===== src/rtl/plm_cell_pkg.sv =====
package plm_cell_pkg;
  typedef enum logic [2:0] {
    CM_REG  = 3'd0,
    CM_CIO  = 3'd1,
    CM_OUT  = 3'd2,
    CM_IN   = 3'd3,
    CM_RSVD = 3'd4
  } cell_mode_e;
endpackage


===== src/rtl/plm_mode_dec.sv =====
module plm_mode_dec
  import plm_cell_pkg::*;
#(
  parameter bit CENTRE = 1'b0
) (
  input  logic       g_nreg,
  input  logic       g_grp,
  input  logic       l_io,
  output cell_mode_e mode
);
  always_comb begin
    unique case ({g_nreg, g_grp, l_io})
      3'b010:         mode = CM_REG;
      3'b011, 3'b111: mode = CM_CIO;
      3'b100:         mode = CM_OUT;
      3'b101:         mode = CENTRE ? CM_RSVD : CM_IN;
      default:        mode = CM_RSVD;
    endcase
  end
endmodule


===== src/rtl/plm_sum.sv =====
module plm_sum
  import plm_cell_pkg::*;
#(
  parameter int NUM_TERMS = 8
) (
  input  logic [NUM_TERMS-1:0] terms,
  input  cell_mode_e           mode,
  input  logic                 inv,
  output logic                 comb_val,
  output logic                 d_val,
  output logic                 ctl_term
);
  localparam int CTL = NUM_TERMS - 1;

  logic or_all, or_low;
  always_comb begin
    or_all   = |terms;
    or_low   = |terms[CTL-1:0];
    d_val    = or_all ^ inv;
    comb_val = ((mode == CM_CIO) ? or_low : or_all) ^ inv;
    ctl_term = terms[CTL];
  end
endmodule


===== src/rtl/plm_ff.sv =====
module plm_ff (
  input  logic clk,
  input  logic rst,
  input  logic load_pre,
  input  logic pre_val,
  input  logic d,
  output logic q
);
  always_ff @(posedge clk) begin
    if (rst)           q <= 1'b0;
    else if (load_pre) q <= pre_val;
    else               q <= d;
  end

  a_r10_preload_load: assert property (@(posedge clk) disable iff (rst)
    load_pre |=> (q == $past(pre_val)));
  a_r11_capture_d: assert property (@(posedge clk) disable iff (rst)
    !load_pre |=> (q == $past(d)));
endmodule


===== src/rtl/plm_fb_mux.sv =====
module plm_fb_mux
  import plm_cell_pkg::*;
#(
  parameter bit CENTRE = 1'b0
) (
  input  cell_mode_e mode,
  input  logic       sel,
  input  logic       l_io,
  input  logic       pad_in,
  input  logic       nbr_in,
  input  logic       q,
  output logic       fb
);
  always_comb begin
    if (mode == CM_RSVD || (CENTRE && mode == CM_OUT)) fb = 1'b0;
    else begin
      unique case ({sel, l_io})
        2'b11:   fb = pad_in;
        2'b10:   fb = q;
        default: fb = nbr_in;
      endcase
    end
  end
endmodule


===== src/rtl/plm_out_cell.sv =====
module plm_out_cell
  import plm_cell_pkg::*;
#(
  parameter int NUM_TERMS = 8,
  parameter int NUM_CELLS = 8,
  parameter int CELL_IDX  = 2
) (
  input  logic                 clk,
  input  logic                 rst,
  input  logic                 cfg_nreg,
  input  logic                 cfg_grp,
  input  logic                 cfg_io,
  input  logic                 cfg_inv,
  input  logic [NUM_TERMS-1:0] terms_in,
  input  logic                 share_oe,
  input  logic                 pad_in,
  input  logic                 nbr_pad_in,
  input  logic                 preload_en,
  output logic                 pad_out,
  output logic                 pad_oe,
  output logic                 fb_out
);
  localparam bit IS_EDGE   = (CELL_IDX == 0) || (CELL_IDX == NUM_CELLS - 1);
  localparam bit IS_CENTRE = (CELL_IDX == NUM_CELLS/2 - 1) || (CELL_IDX == NUM_CELLS/2);
  localparam int CTL       = NUM_TERMS - 1;

  cell_mode_e mode;
  logic comb_val, d_val, ctl_term, q, fb_sel;

  plm_mode_dec #(.CENTRE(IS_CENTRE)) u_dec (
    .g_nreg(cfg_nreg), .g_grp(cfg_grp), .l_io(cfg_io), .mode(mode));

  plm_sum #(.NUM_TERMS(NUM_TERMS)) u_sum (
    .terms(terms_in), .mode(mode), .inv(cfg_inv),
    .comb_val(comb_val), .d_val(d_val), .ctl_term(ctl_term));

  plm_ff u_ff (
    .clk(clk), .rst(rst), .load_pre(preload_en), .pre_val(pad_in),
    .d(d_val), .q(q));

  generate
    if (IS_EDGE) begin : g_edge_sel
      assign fb_sel = cfg_nreg;
    end else begin : g_mid_sel
      assign fb_sel = cfg_grp;
    end
  endgenerate

  plm_fb_mux #(.CENTRE(IS_CENTRE)) u_fb (
    .mode(mode), .sel(fb_sel), .l_io(cfg_io), .pad_in(pad_in),
    .nbr_in(nbr_pad_in), .q(q), .fb(fb_out));

  always_comb begin
    unique case (mode)
      CM_REG:  begin pad_out = ~q;       pad_oe = share_oe; end
      CM_CIO:  begin pad_out = comb_val; pad_oe = ctl_term; end
      CM_OUT:  begin pad_out = comb_val; pad_oe = 1'b1;     end
      default: begin pad_out = 1'b0;     pad_oe = 1'b0;     end
    endcase
  end

  a_r1_reg_pad_tracks_d: assert property (@(posedge clk) disable iff (rst)
    (mode == CM_REG && !preload_en) |=> (mode != CM_REG || pad_out == !$past(d_val)));
  a_r2_cio_enable_term: assert property (@(posedge clk) disable iff (rst)
    (mode == CM_CIO) |-> (pad_oe == terms_in[CTL]));
  a_r8_reserved_quiet: assert property (@(posedge clk) disable iff (rst)
    (mode == CM_RSVD) |-> (!pad_oe && !pad_out && !fb_out));

  generate
    if (IS_CENTRE) begin : g_centre_chk
      a_r7_centre_no_fb: assert property (@(posedge clk) disable iff (rst)
        (mode == CM_OUT) |-> !fb_out);
    end
    if (!IS_EDGE && !IS_CENTRE) begin : g_plain_chk
      a_r4_input_from_nbr: assert property (@(posedge clk) disable iff (rst)
        (mode == CM_IN) |-> (!pad_oe && fb_out == nbr_pad_in));
    end
  endgenerate
endmodule


===== config.mk =====
export PLATFORM = sky130hd
export DESIGN_NAME = plm_out_cell
export DESIGN_NICKNAME = d
export VERILOG_FILES = /design/src/rtl/plm_cell_pkg.sv /design/src/rtl/plm_mode_dec.sv /design/src/rtl/plm_sum.sv /design/src/rtl/plm_ff.sv /design/src/rtl/plm_fb_mux.sv /design/src/rtl/plm_out_cell.sv
export SDC_FILE = /design/constraint.sdc
export NUM_CORES = 1
export LEC_CHECK = 0
export BUFFER_PORTS_ARGS = -buffer_cell sky130_fd_sc_hd__buf_4
export CORE_AREA = 2 2 39 41
export DETAILED_ROUTE_END_ITERATION = 6
export DIE_AREA = 0 0 41 43
export GPL_ROUTABILITY_DRIVEN = 0
export PLACE_DENSITY = 0.36
export RECOVER_POWER = 25
export SETUP_SLACK_MARGIN = 0.3
export SYNTH_ARGS = -nofsm -noshare
export SYNTH_HDL_FRONTEND = slang
export SYNTH_SLANG_ARGS = --single-unit

===== constraint.sdc =====
create_clock -name clk -period 1.45 [get_ports clk]
set_input_delay 0.2175 -clock clk [delete_from_list [all_inputs] [get_ports clk]]
set_output_delay 0.2175 -clock clk [all_outputs]
set_load 0.02 [all_outputs]

==> impl_metrics.ini, run 1 <==
[clock_network]
postCtsHoldBufs = 0
clk_pin_slew_ns = 0

[timing]
timing.final.ws_setup_ns = -0.301
slew_viol_final = 0
fin_crit_ns = 1.75
setup_viol = 2
rsz0062_at_grt = true
worstMarginPinSlew_ns = 0.378
finalCritPeriodShare_pct = 121
max_freq_mhz = 571
hold_violations = 0
max_slew_margin_pct = 74.6

[pwr]
p_per_area_nw_per_um2 = 320
ir_drop_mv = 0.134
power_leakage_nw = 0.222

[critical_path]
cp.required_ns = 1.23
worst_path_max_delay_cell = or4_4
path_buf_inv = 2
endpoint = pad_out
critical_path_class = input pin to primary output
cpMostUsedCell = buf_6
crit_arrival_ns = 1.53
startpoint_type = input pin
worstPathMaxFanout = 3
end_kind = primary output
worst_path_dominant_cell_family = simple AND/OR/NAND/NOR gates
cp-startpoint = terms_in[3]
cp.depth = 5
cpPeakStageDelay_ns = 0.55
crit_chain = buf_6 -> or4_4 -> o31a_4 -> o31ai_4 -> buf_6

[final_layout]
drive_gt1_share_pct = 74.0
final_util_pct = 35.7
area_growth_pct = 188
final_nets = 70
final_area_um2 = 494
top_regs = u_ff.q x1
largest_reg_flops = 1
top_register = u_ff.q
antennaDiodeCount = 0

[synthesis]
synth_cells = 23
synth_xor_area_share_pct = 0
async_flop_share_pct = 0
ys_ff_latch = 1
syn_area_um2 = 171
synth_ff_type = dfxtp_1
yosysTopAreaCellShare_pct = 11.7
synthTopCellsByArea = dfxtp_1 12%, a2111oi_2 8.8%, a22oi_1 8.8%
synth_simple_gate_area_share_pct = 35.8
synth_common_cells = 3 x nor2_1, 2 x a22oi_1, 2 x inv_1
synth_area_leader_cell = dfxtp_1
synthMuxAreaShare_pct = 0
yosysWarnings = 0
yosysUniqueCellTypes = 19
synth_nets = 41
synth_compound_area_share_pct = 48.2
synthAdderAreaFrac_pct = 0
post-synth-top-count-cell = nor2_1
yosysSeqAreaShare_pct = 11.7
synth_top_family_by_area = compound AO/OA/AOI/OAI gates
synth-edff-count = 0
syn_area_per_cell_um2 = 7.45

[place]
port_buffers = 20
dpl-instance-area_um2 = 412
dp_hpwl_um = 611

[floorplan]
dieArea_um2 = 1760
num_rows = 14
die_w_um = 41
start_util_pct = 12.4
io_pins = 21
die_y_um = 43
core_area_um2 = 1380

[detailed_routing]
drc = 0
wirelength_um = 745
drtIter0Drc = 3
drt.antenna.violating_nets = 0
viasPerCell = 4.44
wire_per_inst_um = 11.3
vias = 293
firstDrtPassIters = 2

[global_routing]
grt_pass1_wl_mm = 1.21
antenna_found_initial = 0
grt_pass1_vias = 306
grt_overflow = 0
grt_max_degree = 5
track_usage_pct = 9.40

[hold_path]
hold_start = rst
min_path_type = input pin to flop

[outcome]
outcome = finished with violations
failed_checks = setup timing

[run]
drv_cap = 0
==> stage by stage <==
| step | cells | hold slack [ns] | TNS [ns] | power (mW) | worst slack (ns) |
|---|---|---|---|---|---|
| 2_1_floorplan | 23 | 0.293 | -0.148 | 0.0717 | -0.148 |
| 3_3_place_gp | 65 | 0.392 | -0.464 | 0.136 | -0.305 |
| 3_5_place_dp | 65 | 0.391 | -0.508 | 0.137 | -0.330 |
| 4_1_cts | 65 | 0.383 | -0.572 | 0.148 | -0.315 |
| 5_1_grt | 66 | 0.409 | -0.632 | 0.168 | -0.333 |
| 6_report | 66 | 0.403 | -0.556 | 0.158 | -0.301 |
==> timing repair <==
item	in CTS	in global routing
setup endpoints to repair	4	4
resized for setup	9	7
pin swaps	5	7
buffers inserted	0	1
==> layout by cell type, fill, tap and decap left out <==
cell type | Yosys | routed
dfxtp_1 | 1 | 1
o31a_4 | 0 | 1
nor2_4 | 0 | 1
nor2_1 | 3 | 2
clkbuf_1 | 0 | 1
o31ai_4 | 0 | 1
buf_8 | 0 | 1
nand3b_1 | 1 | 1
nor3_1 | 1 | 1
or3_4 | 0 | 1
nand3_1 | 1 | 1
or4_4 | 1 | 1
inv_1 | 2 | 2
buf_6 | 0 | 5
a21oi_1 | 1 | 1
o311a_4 | 0 | 1
o21ai_1 | 0 | 1
a21boi_0 | 1 | 1
buf_4 | 0 | 20
o21bai_1 | 1 | 1
a2111oi_4 | 0 | 1
nor4_2 | 0 | 1
nor3b_2 | 0 | 1
a22oi_2 | 0 | 2
==> routing by layer <==
| metal | up-vias | track usage (%) | wire length [um] | part of all wire, % |
|---|---|---|---|---|
| met5 | - | 0 | 0 | 0 |
| met1 | 126 | 13.0 | 298 | 40 |
| li1 | 148 | - | - | - |
| met2 | 19 | 16.6 | 363 | 49 |
| met4 | 0 | 0 | 0 | 0 |
| met3 | 0 | 0 | 83 | 11 |
==> worst min path at each step <==
stage                     slack, ns  endpoint  depth (start not counted)
final                          0.40    u_ff.q                          2
after detailed placement       0.39    u_ff.q                          2
after floorplan                0.29    u_ff.q                          1
after global placement         0.39    u_ff.q                          2
after global routing           0.41    u_ff.q                          2
after CTS                      0.38    u_ff.q                          2
==> power by group <==
group	switching, mW	internal (mW)
registers	0.00116	0.0301
clock network	0	0
logic	0.0515	0.0751
==> area by class of cell <==
type,instances,area (um2)
Fill cell,148,890
Inverter,2,7.51
Multi-Input combinational cell,20,221
Sequential cell,1,20.0
Tap cell,16,20.0
Timing Repair Buffer,27,225
==> cell families (layout without fill, tap and decap cells) <==
group                  count (synthesis)  after routing
DFF                                    1              1
and+or+nand+nor                       10             10
AOI/OAI and AO/OA                     10             10
buffers and inverters                  2             29
Note: power is estimated with default switching activity, not from simulation.
==> inputs of run 2 (changes only) <==
--- a/config.mk
+++ b/config.mk
@@ -5,12 +5,13 @@
 export SDC_FILE = /design/constraint.sdc
 export NUM_CORES = 1
 export LEC_CHECK = 0
+export ABC_AREA = 1
 export BUFFER_PORTS_ARGS = -buffer_cell sky130_fd_sc_hd__buf_4
 export CORE_AREA = 2 2 39 41
 export DETAILED_ROUTE_END_ITERATION = 6
 export DIE_AREA = 0 0 41 43
 export GPL_ROUTABILITY_DRIVEN = 0
-export PLACE_DENSITY = 0.36
+export PLACE_DENSITY = 0.41
 export RECOVER_POWER = 25
 export SETUP_SLACK_MARGIN = 0.3
 export SYNTH_ARGS = -nofsm -noshare
==> impl_metrics.ini, run 2 <==
[floorplan]
num_rows = 14
io_pins = 21
die_w_um = 41
dieArea_um2 = 1760
start_util_pct = 16.5
die_y_um = 43
core_area_um2 = 1380

[critical_path]
worst_path_max_delay_cell = buf_6
crit_chain = buf_6 -> nor2_4 -> nand2_2 -> inv_2 -> nand3_2 -> nand2_1 -> nand3_1 -> nand2_1 -> buf_6
startpoint_type = input pin
crit_arrival_ns = 0.92
cp.depth = 9
cpPeakStageDelay_ns = 0.12
critical_path_class = input pin to primary output
cp.required_ns = 1.23
worstPathMaxFanout = 3
end_kind = primary output
path_buf_inv = 3
worst_path_dominant_cell_family = simple AND/OR/NAND/NOR gates

[global_routing]
grt_overflow = 0
grt_max_degree = 7
grt_pass1_wl_mm = 1.21
grt_pass1_vias = 328
track_usage_pct = 9.00
antenna_found_initial = 0

[final_layout]
largest_reg_flops = 1
top_regs = u_ff.q x1
final_cell_mix = 14 x buf_4, 10 x nand2_1, 10 x inv_1
drive_gt1_share_pct = 50.7
area_growth_pct = 110
top_register = u_ff.q
final_nets = 91
final_area_um2 = 478
instances_no_fill = 87
mostFrequentLayoutCell = buf_4
antennaDiodeCount = 0

[pwr]
power_leakage_nw = 0.261
power.total_mw = 0.150
ir_drop_mv = 0.147
p_per_area_nw_per_um2 = 313

[place]
port_buffers = 20
dpl-instance-area_um2 = 398
placedCellCount = 86
dp_hpwl_um = 580

[run]
drv_cap = 0

[detailed_routing]
viasPerCell = 4.17
wirelength_um = 697
drt.antenna.violating_nets = 0
drtIter0Drc = 5
wire_per_inst_um = 8.01
vias = 363
drc = 0
firstDrtPassIters = 2

[hold_path]
min_path_type = input pin to flop
whs_path_depth = 4

[timing]
hold_violations = 0
worstMarginPinSlew_ns = 0.149
rsz0062_at_grt = true
finalCritPeriodShare_pct = 78.3
slew_viol_final = 0
setup_viol = 0
fin_crit_ns = 1.14
max_slew_margin_pct = 89.9
hold_ws_ns = 0.452
setup_tns_ns = 0
max_freq_mhz = 881

[outcome]
outcome = finished clean

[synthesis]
yosysUniqueCellTypes = 9
async_flop_share_pct = 0
ys_ff_latch = 1
synth_area_leader_cell = inv_1
syn_area_um2 = 228
yosysTopAreaCellShare_pct = 21.4
synth_ff_type = dfxtp_1
syn_area_per_cell_um2 = 4.55
synth_cells = 50
yosysSeqAreaShare_pct = 8.79
synthTopCellsByArea = inv_1 21%, nand2_1 21%, nand3_1 15%
synth_common_cells = 13 x inv_1, 13 x nand2_1, 9 x nor2_1
yosysWarnings = 0
synth-edff-count = 0
synth_nets = 68

[clock_network]
clk_pin_slew_ns = 0
postCtsHoldBufs = 0
run 2: cell count changes after synthesis, moves of 2 or more:
cell,previous run,this run
nor2_1,3,9
o21ai_0,1,3
a22oi_1,2,0
inv_1,2,13
nand2_2,0,2
nand2_1,0,13
nand3_1,1,7
run 2: logic make-up after synthesis:
kind of cell           Yosys count  synth area share (%)
AND/OR/NAND/NOR                 31                  57.1
buffers and inverters           13                  21.4
flip-flops                       1                  8.79
AO/OA/AOI/OAI                    5                  12.6
run 2: worst paths after layout:
path	from	to	slack, ns
worst max-delay path	terms_in[2]	pad_out	0.31
worst min-delay path	rst	u_ff.q	0.45
run 2: metrics by stage:
stage / setup slack [ns] / utilization (%)
final: 0.315 / 34.5
after global routing: 0.249 / 34.5
after CTS: 0.282 / 31.0
after detailed placement: 0.250 / 28.8
after global placement: 0.248 / 28.8
after floorplan: 0.481 / -
run 2: cell type report:
cell class | count | area, um2
timing repair buffer | 21 | 188
sequential | 1 | 20.0
multi-input combinational | 36 | 201
fill | 174 | 906
inverter | 13 | 48.8
tap | 16 | 20.0
run 2: routing by layer:
metal / routed length (um) / vias up / GRT usage, %
li1: - / 195 / -
met1: 279 / 158 / 11.7
met2: 361 / 10 / 16.3
met3: 56 / 0 / 0.524
met4: 0 / 0 / 0
met5: 0 / - / 0
run 2: repair_timing:
item,in CTS,in global routing
endpoints found under the setup margin,1,4
buffers inserted,1,0
resized for setup,7,18
gates cloned,0,0
pin swaps,7,10
run 2: where the power goes:
group          internal [mW]  total, mW  switching, mW
clock network              0          0              0
logic                 0.0649      0.119         0.0541
registers             0.0301     0.0309       0.000797
==> inputs of run 3 (changes only) <==
==> constraint.sdc (replaced) <==
create_clock -name clk -period 1 [get_ports clk]
set_input_delay 0.15 -clock clk [delete_from_list [all_inputs] [get_ports clk]]
set_output_delay 0.15 -clock clk [all_outputs]
set_load 0.02 [all_outputs]
==> impl_metrics.ini, run 3 (same netlist as run 2, synthesis figures left out) <==
[outcome]
outcome = finished with violations
failed_checks = setup timing

[global_routing]
grt_pass1_vias = 284
grt_pass1_wl_mm = 1.06
grt_max_degree = 7
met2_usage_pct = 13.8
met1_usage_pct = 10.8
grt_overflow = 0
use_met3_pct = 0
antenna_found_initial = 0
track_usage_pct = 7.81
grt-busiest-layer = met2

[timing]
hold_ws_ns = 0.376
slew_viol_final = 0
fin_crit_ns = 1.00
setup_tns_ns = -0.00189
setup_viol = 1
worstMarginPinSlew_ns = 0.154
max_slew_margin_pct = 89.7
finalCritPeriodShare_pct = 100
max_freq_mhz = 998
rsz0062_at_grt = true
hold_violations = 0
timing.final.ws_setup_ns = -0.00189

[detailed_routing]
wire_per_inst_um = 7.85
drtIter0Drc = 1
viasPerCell = 4.09
firstDrtPassIters = 2
vias = 356
drt.antenna.violating_nets = 0
wirelength_um = 683
drc = 0

[floorplan]
core_area_um2 = 1380
num_rows = 14
io_pins = 21
dieArea_um2 = 1760
die_w_um = 41
start_util_pct = 16.5
die_y_um = 43

[critical_path]
cpPeakStageDelay_ns = 0.12
worstPathMaxFanout = 4
cp.required_ns = 0.85
crit_chain = buf_4 -> nor2_4 -> nand2_2 -> inv_1 -> nand3_1 -> nand2_1 -> nand3_1 -> nand2_2 -> buf_6
path_buf_inv = 3
startpoint_type = input pin
critical_path_class = input pin to primary output
end_kind = primary output
worst_path_dominant_cell_family = simple AND/OR/NAND/NOR gates
worst_path_max_delay_cell = buf_4
crit_arrival_ns = 0.85

[final_layout]
antennaDiodeCount = 0
top_regs = u_ff.q x1
top_register = u_ff.q
fill_cells = 155
mostFrequentLayoutCell = buf_4
final_nets = 91
area_growth_pct = 148
final_cell_mix = 9 x buf_4, 8 x inv_1, 8 x buf_6
drive_gt1_share_pct = 63.4
largest_reg_flops = 1

[hold_path]
hold_start = rst
whs_path_depth = 4
min_path_type = input pin to flop
hold_end = u_ff.q

[place]
dp_hpwl_um = 569
port_buffers = 20

[pwr]
ir_drop_mv = 0.224
power_leakage_nw = 0.288
p_per_area_nw_per_um2 = 462

[run]
drv_cap = 0

[clock_network]
clk_pin_slew_ns = 0
run 3: tightest hold or removal path, delay by kind of cell:
family          cells  cell delay (ns)
compound gates      1             0.03
simple gates        1             0.05
buf+inv             2             0.10
run 3: timing repair:
action / CTS / global route
hold buffers: 0 / 0
pin swaps: 12 / 14
resized for setup: 24 / 15
endpoints found under the hold margin: 0 / 0
endpoints found under the setup margin: 4 / 4
buffers inserted: 0 / 0
run 3: worst max path at each step:
| stage | start | to | depth (start not counted) |
|---|---|---|---|
| global route | terms_in[4] | pad_out | 8 |
| global placement | terms_in[5] | pad_out | 8 |
| detailed placement | terms_in[5] | pad_out | 8 |
| finish | terms_in[1] | pad_out | 9 |
| floorplan | terms_in[1] | pad_out | 7 |
| CTS | terms_in[2] | pad_out | 8 |
run 3: final cells by class:
cell class | instances | area [um2] | area share [%]
Inverter | 13 | 53.8 | 9.51
Multi-Input combinational cell | 36 | 253 | 44.7
Sequential cell | 1 | 21.3 | 3.76
Tap cell | 16 | 20.0 | 3.54
Timing Repair Buffer | 21 | 218 | 38.5
run 3: metrics by stage:
step	total power [mW]	cell area, um2	cells	setup WS [ns]	utilization, %
floorplan	0.113	262	50	0.209	-
global placement	0.204	439	87	-0.0668	31.7
detailed placement	0.204	439	87	-0.0666	31.7
CTS	0.248	527	87	-0.0270	38.1
global route	0.278	566	87	-0.0579	40.9
finish	0.261	566	87	-0.00189	40.9
run 3: power by group:
group	leakage (nW)	internal, mW	switching [mW]
clock network	0	0	0
registers	0.00859	0.0442	0.00184
logic	0.279	0.118	0.0971
run 3: metal layers:
metal | routed length [um] | vias up
met4 | 0 | 0
met3 | 37 | 0
met2 | 369 | 7
met1 | 276 | 153
li1 | - | 196
met5 | 0 | -
